[config.mk]
export PLATFORM = sky130hd
export DESIGN_NAME = pm_wake_regs
export DESIGN_NICKNAME = d
export VERILOG_FILES = /design/src/rtl/pmw_pkg.sv /design/src/rtl/pmw_sync.sv /design/src/rtl/pmw_evt_latch.sv /design/src/rtl/pm_wake_regs.sv
export SDC_FILE = /design/constraint.sdc
export NUM_CORES = 1
export LEC_CHECK = 0
export BUFFER_PORTS_ARGS = -buffer_cell sky130_fd_sc_hd__clkbuf_2
export CAP_MARGIN = 10
export CORE_AREA = 2 2 47 45
export DETAILED_ROUTE_END_ITERATION = 12
export DIE_AREA = 0 0 49 47
export GPL_ROUTABILITY_DRIVEN = 0
export PLACE_DENSITY = 0.77
export SETUP_SLACK_MARGIN = 0.3
export SLEW_MARGIN = 30
export SYNTH_ARGS = -nofsm -noshare
export SYNTH_HDL_FRONTEND = slang
export SYNTH_SLANG_ARGS = --single-unit
[constraint.sdc]
create_clock -name clk -period 1 [get_ports clk]
set_clock_uncertainty 0.1 [all_clocks]
set_input_delay 0.1 -clock clk [delete_from_list [all_inputs] [get_ports clk]]
set_output_delay 0.1 -clock clk [all_outputs]
set_load 0.02 [all_outputs]
[src/rtl/pmw_pkg.sv]
package pmw_pkg;
   // Field positions, as software sees them
   localparam int unsigned FLD_WAKE_EVT  = 0;
   localparam int unsigned FLD_LINK_EVT  = 1;
   localparam int unsigned FLD_LINK_POL  = 2;
   localparam int unsigned FLD_LINK_EN   = 3;
   localparam int unsigned FLD_LINK_LIVE = 4;
   localparam int unsigned FLD_PHY_RST   = 5;
   localparam int unsigned FLD_TOP       = 5;

   localparam int unsigned NUM_SRC  = 2;
   localparam int unsigned SRC_WAKE = 0;
   localparam int unsigned SRC_LINK = 1;

   typedef struct packed {
      logic phy_rst;
      logic link_en;
      logic link_pol;
   } pmw_ctrl_t;
endpackage

[src/rtl/pmw_sync.sv]
module pmw_sync #(
   parameter int unsigned STAGES  = 2,
   parameter logic        RST_VAL = 1'b0
) (
   input  logic clk,
   input  logic rst_n,
   input  logic d_i,
   output logic q_o
);
   if (STAGES < 2) begin : g_bad_stages
      $error("pmw_sync: STAGES must be at least 2");
   end

   logic [STAGES-1:0] chain_q;

   for (genvar s = 0; s < STAGES; s++) begin : g_stage
      always_ff @(posedge clk or negedge rst_n) begin
         if (!rst_n) begin
            chain_q[s] <= RST_VAL;
         end else if (s == 0) begin
            chain_q[s] <= d_i;
         end else begin
            chain_q[s] <= chain_q[(s == 0) ? 0 : s-1];
         end
      end
   end

   assign q_o = chain_q[STAGES-1];
endmodule

[src/rtl/pmw_evt_latch.sv]
module pmw_evt_latch (
   input  logic clk,
   input  logic rst_n,
   input  logic set_i,
   input  logic clr_i,
   output logic q_o
);
   // clear has priority over set
   always_ff @(posedge clk or negedge rst_n) begin
      if (!rst_n)     q_o <= 1'b0;
      else if (clr_i) q_o <= 1'b0;
      else if (set_i) q_o <= 1'b1;
   end
endmodule

[src/rtl/pm_wake_regs.sv]
module pm_wake_regs
   import pmw_pkg::*;
#(
   parameter int unsigned REG_W       = 32,
   parameter int unsigned SYNC_STAGES = 2
) (
   input  logic             clk,
   input  logic             rst_n,
   input  logic             reg_wr_en,
   input  logic [REG_W-1:0] reg_wr_data,
   output logic [REG_W-1:0] reg_rd_data,
   input  logic             gpio_link_in,
   input  logic             rx_wake_pulse,
   input  logic             pme_stat_clr,
   output logic             phy_rst_out,
   output logic             pme_n
);
   localparam int unsigned USED_W = FLD_TOP + 1;

   if (REG_W < USED_W) begin : g_bad_width
      $error("pm_wake_regs: REG_W too small for the defined fields");
   end

   pmw_ctrl_t           ctrl_q;
   logic                link_live;
   logic                link_active;
   logic [NUM_SRC-1:0]  src_set;
   logic [NUM_SRC-1:0]  evt_q;
   logic                pme_n_q;

   // software-writable control fields
   always_ff @(posedge clk or negedge rst_n) begin
      if (!rst_n) begin
         ctrl_q <= '0;
      end else if (reg_wr_en) begin
         ctrl_q.phy_rst  <= reg_wr_data[FLD_PHY_RST];
         ctrl_q.link_en  <= reg_wr_data[FLD_LINK_EN];
         ctrl_q.link_pol <= reg_wr_data[FLD_LINK_POL];
      end
   end

   pmw_sync #(.STAGES(SYNC_STAGES), .RST_VAL(1'b0)) link_sync_i (
      .clk   (clk),
      .rst_n (rst_n),
      .d_i   (gpio_link_in),
      .q_o   (link_live)
   );

   // polarity 0: high means fail, polarity 1: low means fail
   assign link_active        = ctrl_q.link_en & (link_live ^ ctrl_q.link_pol);
   assign src_set[SRC_WAKE]  = rx_wake_pulse;
   assign src_set[SRC_LINK]  = link_active;

   for (genvar i = 0; i < NUM_SRC; i++) begin : g_src
      pmw_evt_latch evt_i (
         .clk   (clk),
         .rst_n (rst_n),
         .set_i (src_set[i]),
         .clr_i (pme_stat_clr),
         .q_o   (evt_q[i])
      );
   end

   always_ff @(posedge clk or negedge rst_n) begin
      if (!rst_n) pme_n_q <= 1'b1;
      else        pme_n_q <= ~(|evt_q);
   end

   assign pme_n       = pme_n_q;
   assign phy_rst_out = ctrl_q.phy_rst;

   always_comb begin
      reg_rd_data                = '0;
      reg_rd_data[FLD_WAKE_EVT]  = evt_q[SRC_WAKE];
      reg_rd_data[FLD_LINK_EVT]  = evt_q[SRC_LINK];
      reg_rd_data[FLD_LINK_POL]  = ctrl_q.link_pol;
      reg_rd_data[FLD_LINK_EN]   = ctrl_q.link_en;
      reg_rd_data[FLD_LINK_LIVE] = link_live;
      reg_rd_data[FLD_PHY_RST]   = ctrl_q.phy_rst;
   end

   logic unused_wr_bits;
   assign unused_wr_bits = ^{reg_wr_data[REG_W-1:USED_W], reg_wr_data[FLD_LINK_LIVE],
                             reg_wr_data[FLD_LINK_EVT], reg_wr_data[FLD_WAKE_EVT]};
endmodule

* After elaboration in Yosys (flattened, before gate mapping)
Cells that the tools add are included.
Word-level totals: register bits after elaboration 8, bits of input ports 38, output and inout port bits 34, logic and storage cells 18
Operators by class: multiplexer cells 4, bitwise gates (word level) 3, reduce and logical (&&, ||, !) cells 3
Operators by type and width (count):
- $mux 1 | 4
- $reduce_bool 2->1 | 2
- $reduce_or 2->1 | 1
- $and 1x1->1 | 1
- $not 1->1 | 1
- $xor 1x1->1 | 1

* Logic depth before layout (Yosys ltp)
depth in word-level cells 4, depth in mapped cells 2, gate-level depth less buffers 2

* By module
From an unflattened synthesis, not the netlist that was laid out.
Unflattened totals: cell total of the unflattened synthesis 45, area total of the unflattened synthesis 488.0 um^2
By module, submodules not included:
- pm_wake_regs | times used 1, cells an instance 39, area an instance 367.9 um^2, sequential area each 101.3 um^2
- pmw_evt_latch | times used 2, cells an instance 2, area an instance 35.0 um^2, sequential area each 25.0 um^2
- pmw_sync | times used 1, cells an instance 2, area an instance 50.0 um^2, sequential area each 50.0 um^2

* Worst setup path before layout
No wires, ideal clock.
path type register to register, from register, netlist name reg_rd_data[2], to register ctrl_q, in the netlist reg_rd_data[2], library setup time 0.125 ns, data arrival time 0.726 ns, data required time 0.775 ns, path slack 0.049 ns, stages on the path, launching flop included 2, path buffers 0, clock period less this slack 0.951 ns, cell sequence dfrtp_1 -> mux2_2
RTL lines:
- end, declared | RTL line pm_wake_regs.sv:24 | pmw_ctrl_t ctrl_q;

* Final worst setup path
from register pme_n_q, in the netlist pme_n, to output port pme_n
RTL lines:
- start, declared | RTL line pm_wake_regs.sv:29 | logic pme_n_q;
- start signal, assigned | RTL line pm_wake_regs.sv:66 | else pme_n_q <= ~(|evt_q);
- end, declared | RTL line pm_wake_regs.sv:16 | output logic pme_n
No word-level cell between the ends.

==> results.ini <==
[worst_setup_path]
crit_arrival_ns=0.89
worstSetupEndpointType=output port
worstPathMaxFanout=1
timing.critical_path.max_delay_family=flip-flops
path_cells=buf_8
critical_path_class=reg2out
crit_slowest_cell=dfstp_2
required_ns=0.80
path_buf_inv=1
crit_path_max_incr_delay_ns=0.53
critPathLaunchType=register

[clocking]
cts_root_buf=clkbuf_4
holdBufCountCts=2
cts_tree=done
cts_made_buffers=3
clk_latency_ns=0.25
cts-htree-levels=1
clk_pin_slew_worst_paths_ns=0.05
clockBufferDepth=2
clock-sinks=8

[logic_synthesis]
area_share_of_the_largest_cell_type_after_synthesis_pct=45.00
yosys-top-cells-area=buf_4 (45%), dfrtp_1 (35%), mux2_2 (6.7%), dfstp_2 (5.3%), nor2_1 (2.3%)
ys_ff_latch=8
yosys.cell_types.count=10
seq_area_frac_synth_pct=40.25
yosys_top_cell_by_area=buf_4
post_synth.cell_area_avg_sq_um=10.21
yosysWarningCount=0
netlist_area_sq_um=500.5
post_synthesis_cell_count=49

[status]
violations_in_the_final_reports=hold timing, setup timing
outcome=finished, violations left

[place]
port-buffer-count=16
placed_cell_area_sq_um=484.2
detailedPlacementHpwl_um=543.1
place_ws_ns=0.1122
dp.cells=85

[timing]
whs_ns=-0.07047
post_layout_minimum_cycle_time_ns=1.089
final_critical_path_setup_slack_ns=-0.08885
setup_viol=9
finalHoldViolations=5
drv_slew=0
grt_setup_unrepaired=yes
timing.fmax_mhz=918.4
layout_worst_path_cycle_share_pct=108.9
setup-tns-final_ns=-0.1722

[floorplan]
num_rows=15
dieArea_sq_um=2303
floorplan.core_area_sq_um=1821
num_io_pins=72
die_x_um=49
die-height_um=47
floorplan.initialDensity_pct=27.49

[routing]
routed_wirelength_um=779
num_vias=302
drt-initial-drc-count=5
detail_route.first_pass.iterations=4
via_per_inst=3.113
ant_nets=0
post-route-drc-count=0
per_cell_routed_wire_length_um=8.031

[power_and_ir_drop]
power_leakage_nw=0.3615
power_density_nw_per_um2=1434
vdd_ir_drop_max_uv=806.9

[global_routing]
grt.overflow.total=0
grt_start_max_net_pins=9
first_pass_grt_wire_length_um=1076
grtUsageTotal_pct=7.310
antenna_found_initial=0
first_global_vias=243

[worst_hold_path]
holdCritPathClass=in2reg

[cells_and_area]
nFillCells=192
regArea_sq_um=205.2
drive_above_1_share_pct=48.61
num-nets-final=111
n_antenna_cell=0
post_layout_nonfiller_instances=97
fin_area_sq_um=689.4
synthToLayoutAreaGrowth_pct=37.75
multi_input_comb_area_sq_um=190.2

[job]
timing.max_cap.violations=0

-- cells by family (layout without fill, tap and decap cells) --
family / count (synthesis) / count (layout) / share of synthesized area [%]
other: 1 / 26 / 0.7493
and+or+nand+nor: 4 / 4 / 3.501
muxes: 3 / 3 / 6.750
buffers and inverters: 31 / 29 / 45.75
DFF: 8 / 8 / 40.25
xor gates and xnor gates: 1 / 1 / 1.750
AOI/OAI and AO/OA: 1 / 1 / 1.251
-- power by group --
group	internal [mW]	total, mW	switching (mW)
clock	0.152	0.259	0.107
sequential	0.361	0.388	0.0264
combinational	0.156	0.341	0.186
-- stage by stage --
stage               power (mW)  hold WS, ns  utilization (%)
global placement        0.5966      -0.1517            26.60
global route             1.058     -0.08554            37.87
CTS                     0.9661     -0.07996            36.08
finish                  0.9883     -0.07047            37.87
floorplan               0.6466      -0.2956                -
detailed placement      0.6007      -0.1499            26.60
-- cell usage after synthesis, drive strengths merged --
library cell	number
buf	30
conb	1
dfrtp	7
dfstp	1
inv	1
mux2	3
nand2b	1
nor2	3
o22ai	1
xnor2	1
-- state kept, by name (all words and copies together), names as in the netlist --
name	cells
g_src.evt_i.q_o	2
link_sync_i.chain_q	1
link_sync_i.q_o	1
phy_rst_out	1
pme_n	1
reg_rd_data	2
-- per-layer routing --
metal  share of wire (%)  global-route usage [%]
met1                  34                   6.509
met4                   0                   3.429
met5                   0                       0
met2                  55                   12.05
met3                  11                   6.369
-- cell type report --
type                    count  share of cell area (%)
clock buffers               4                   3.811
inverters                   1                  0.5445
multi-input cells          35                   27.59
flip-flops and latches      8                   29.76
well taps                  25                   4.537
repair buffers             24                   33.76
-- final timing paths --
| path | startpoint | to | slack [ns] | cells past startpoint |
|---|---|---|---|---|
| worst min register to register | link_sync_i.chain_q[0]$_DFF_PN0_ | link_sync_i.q_o$_DFF_PN0_ | 0.26 | 0 |
| worst max-delay path | pme_n$_DFF_PN1_ | pme_n | -0.09 | 1 |
| worst max register to register | reg_rd_data[2]$_DFFE_PN0P_ | reg_rd_data[2]$_DFFE_PN0P_ | -0.02 | 2 |
| max in group asynchronous | rst_n | pme_n$_DFF_PN1_ | 0.43 | 2 |
| worst min-delay path | pme_stat_clr | g_src[0].evt_i.q_o$_DFFE_PN0P_ | -0.07 | 2 |
| min in group asynchronous | rst_n | link_sync_i.q_o$_DFF_PN0_ | 0.13 | 2 |
-- layout by cell type, fill, tap and decap left out, types with 2 or more instances in the layout --
cell type	count
mux2_2	2
buf_8	3
dfrtp_2	3
nor2_4	2
dlygate4sd3_1	2
buf_6	7
clkbuf_4	3
clkbuf_8	3
clkbuf_2	8
conb_1	26
dfrtp_1	4
-- what timing repair did --
action | CTS | global route
buffers inserted | 5 | 1
endpoints found under the hold margin | 14 | 5
setup endpoints to repair | 13 | 14
pin swaps | 2 | 0
resized for setup | 20 | 11
No activity file was read; power rests on OpenSTA's default activity.
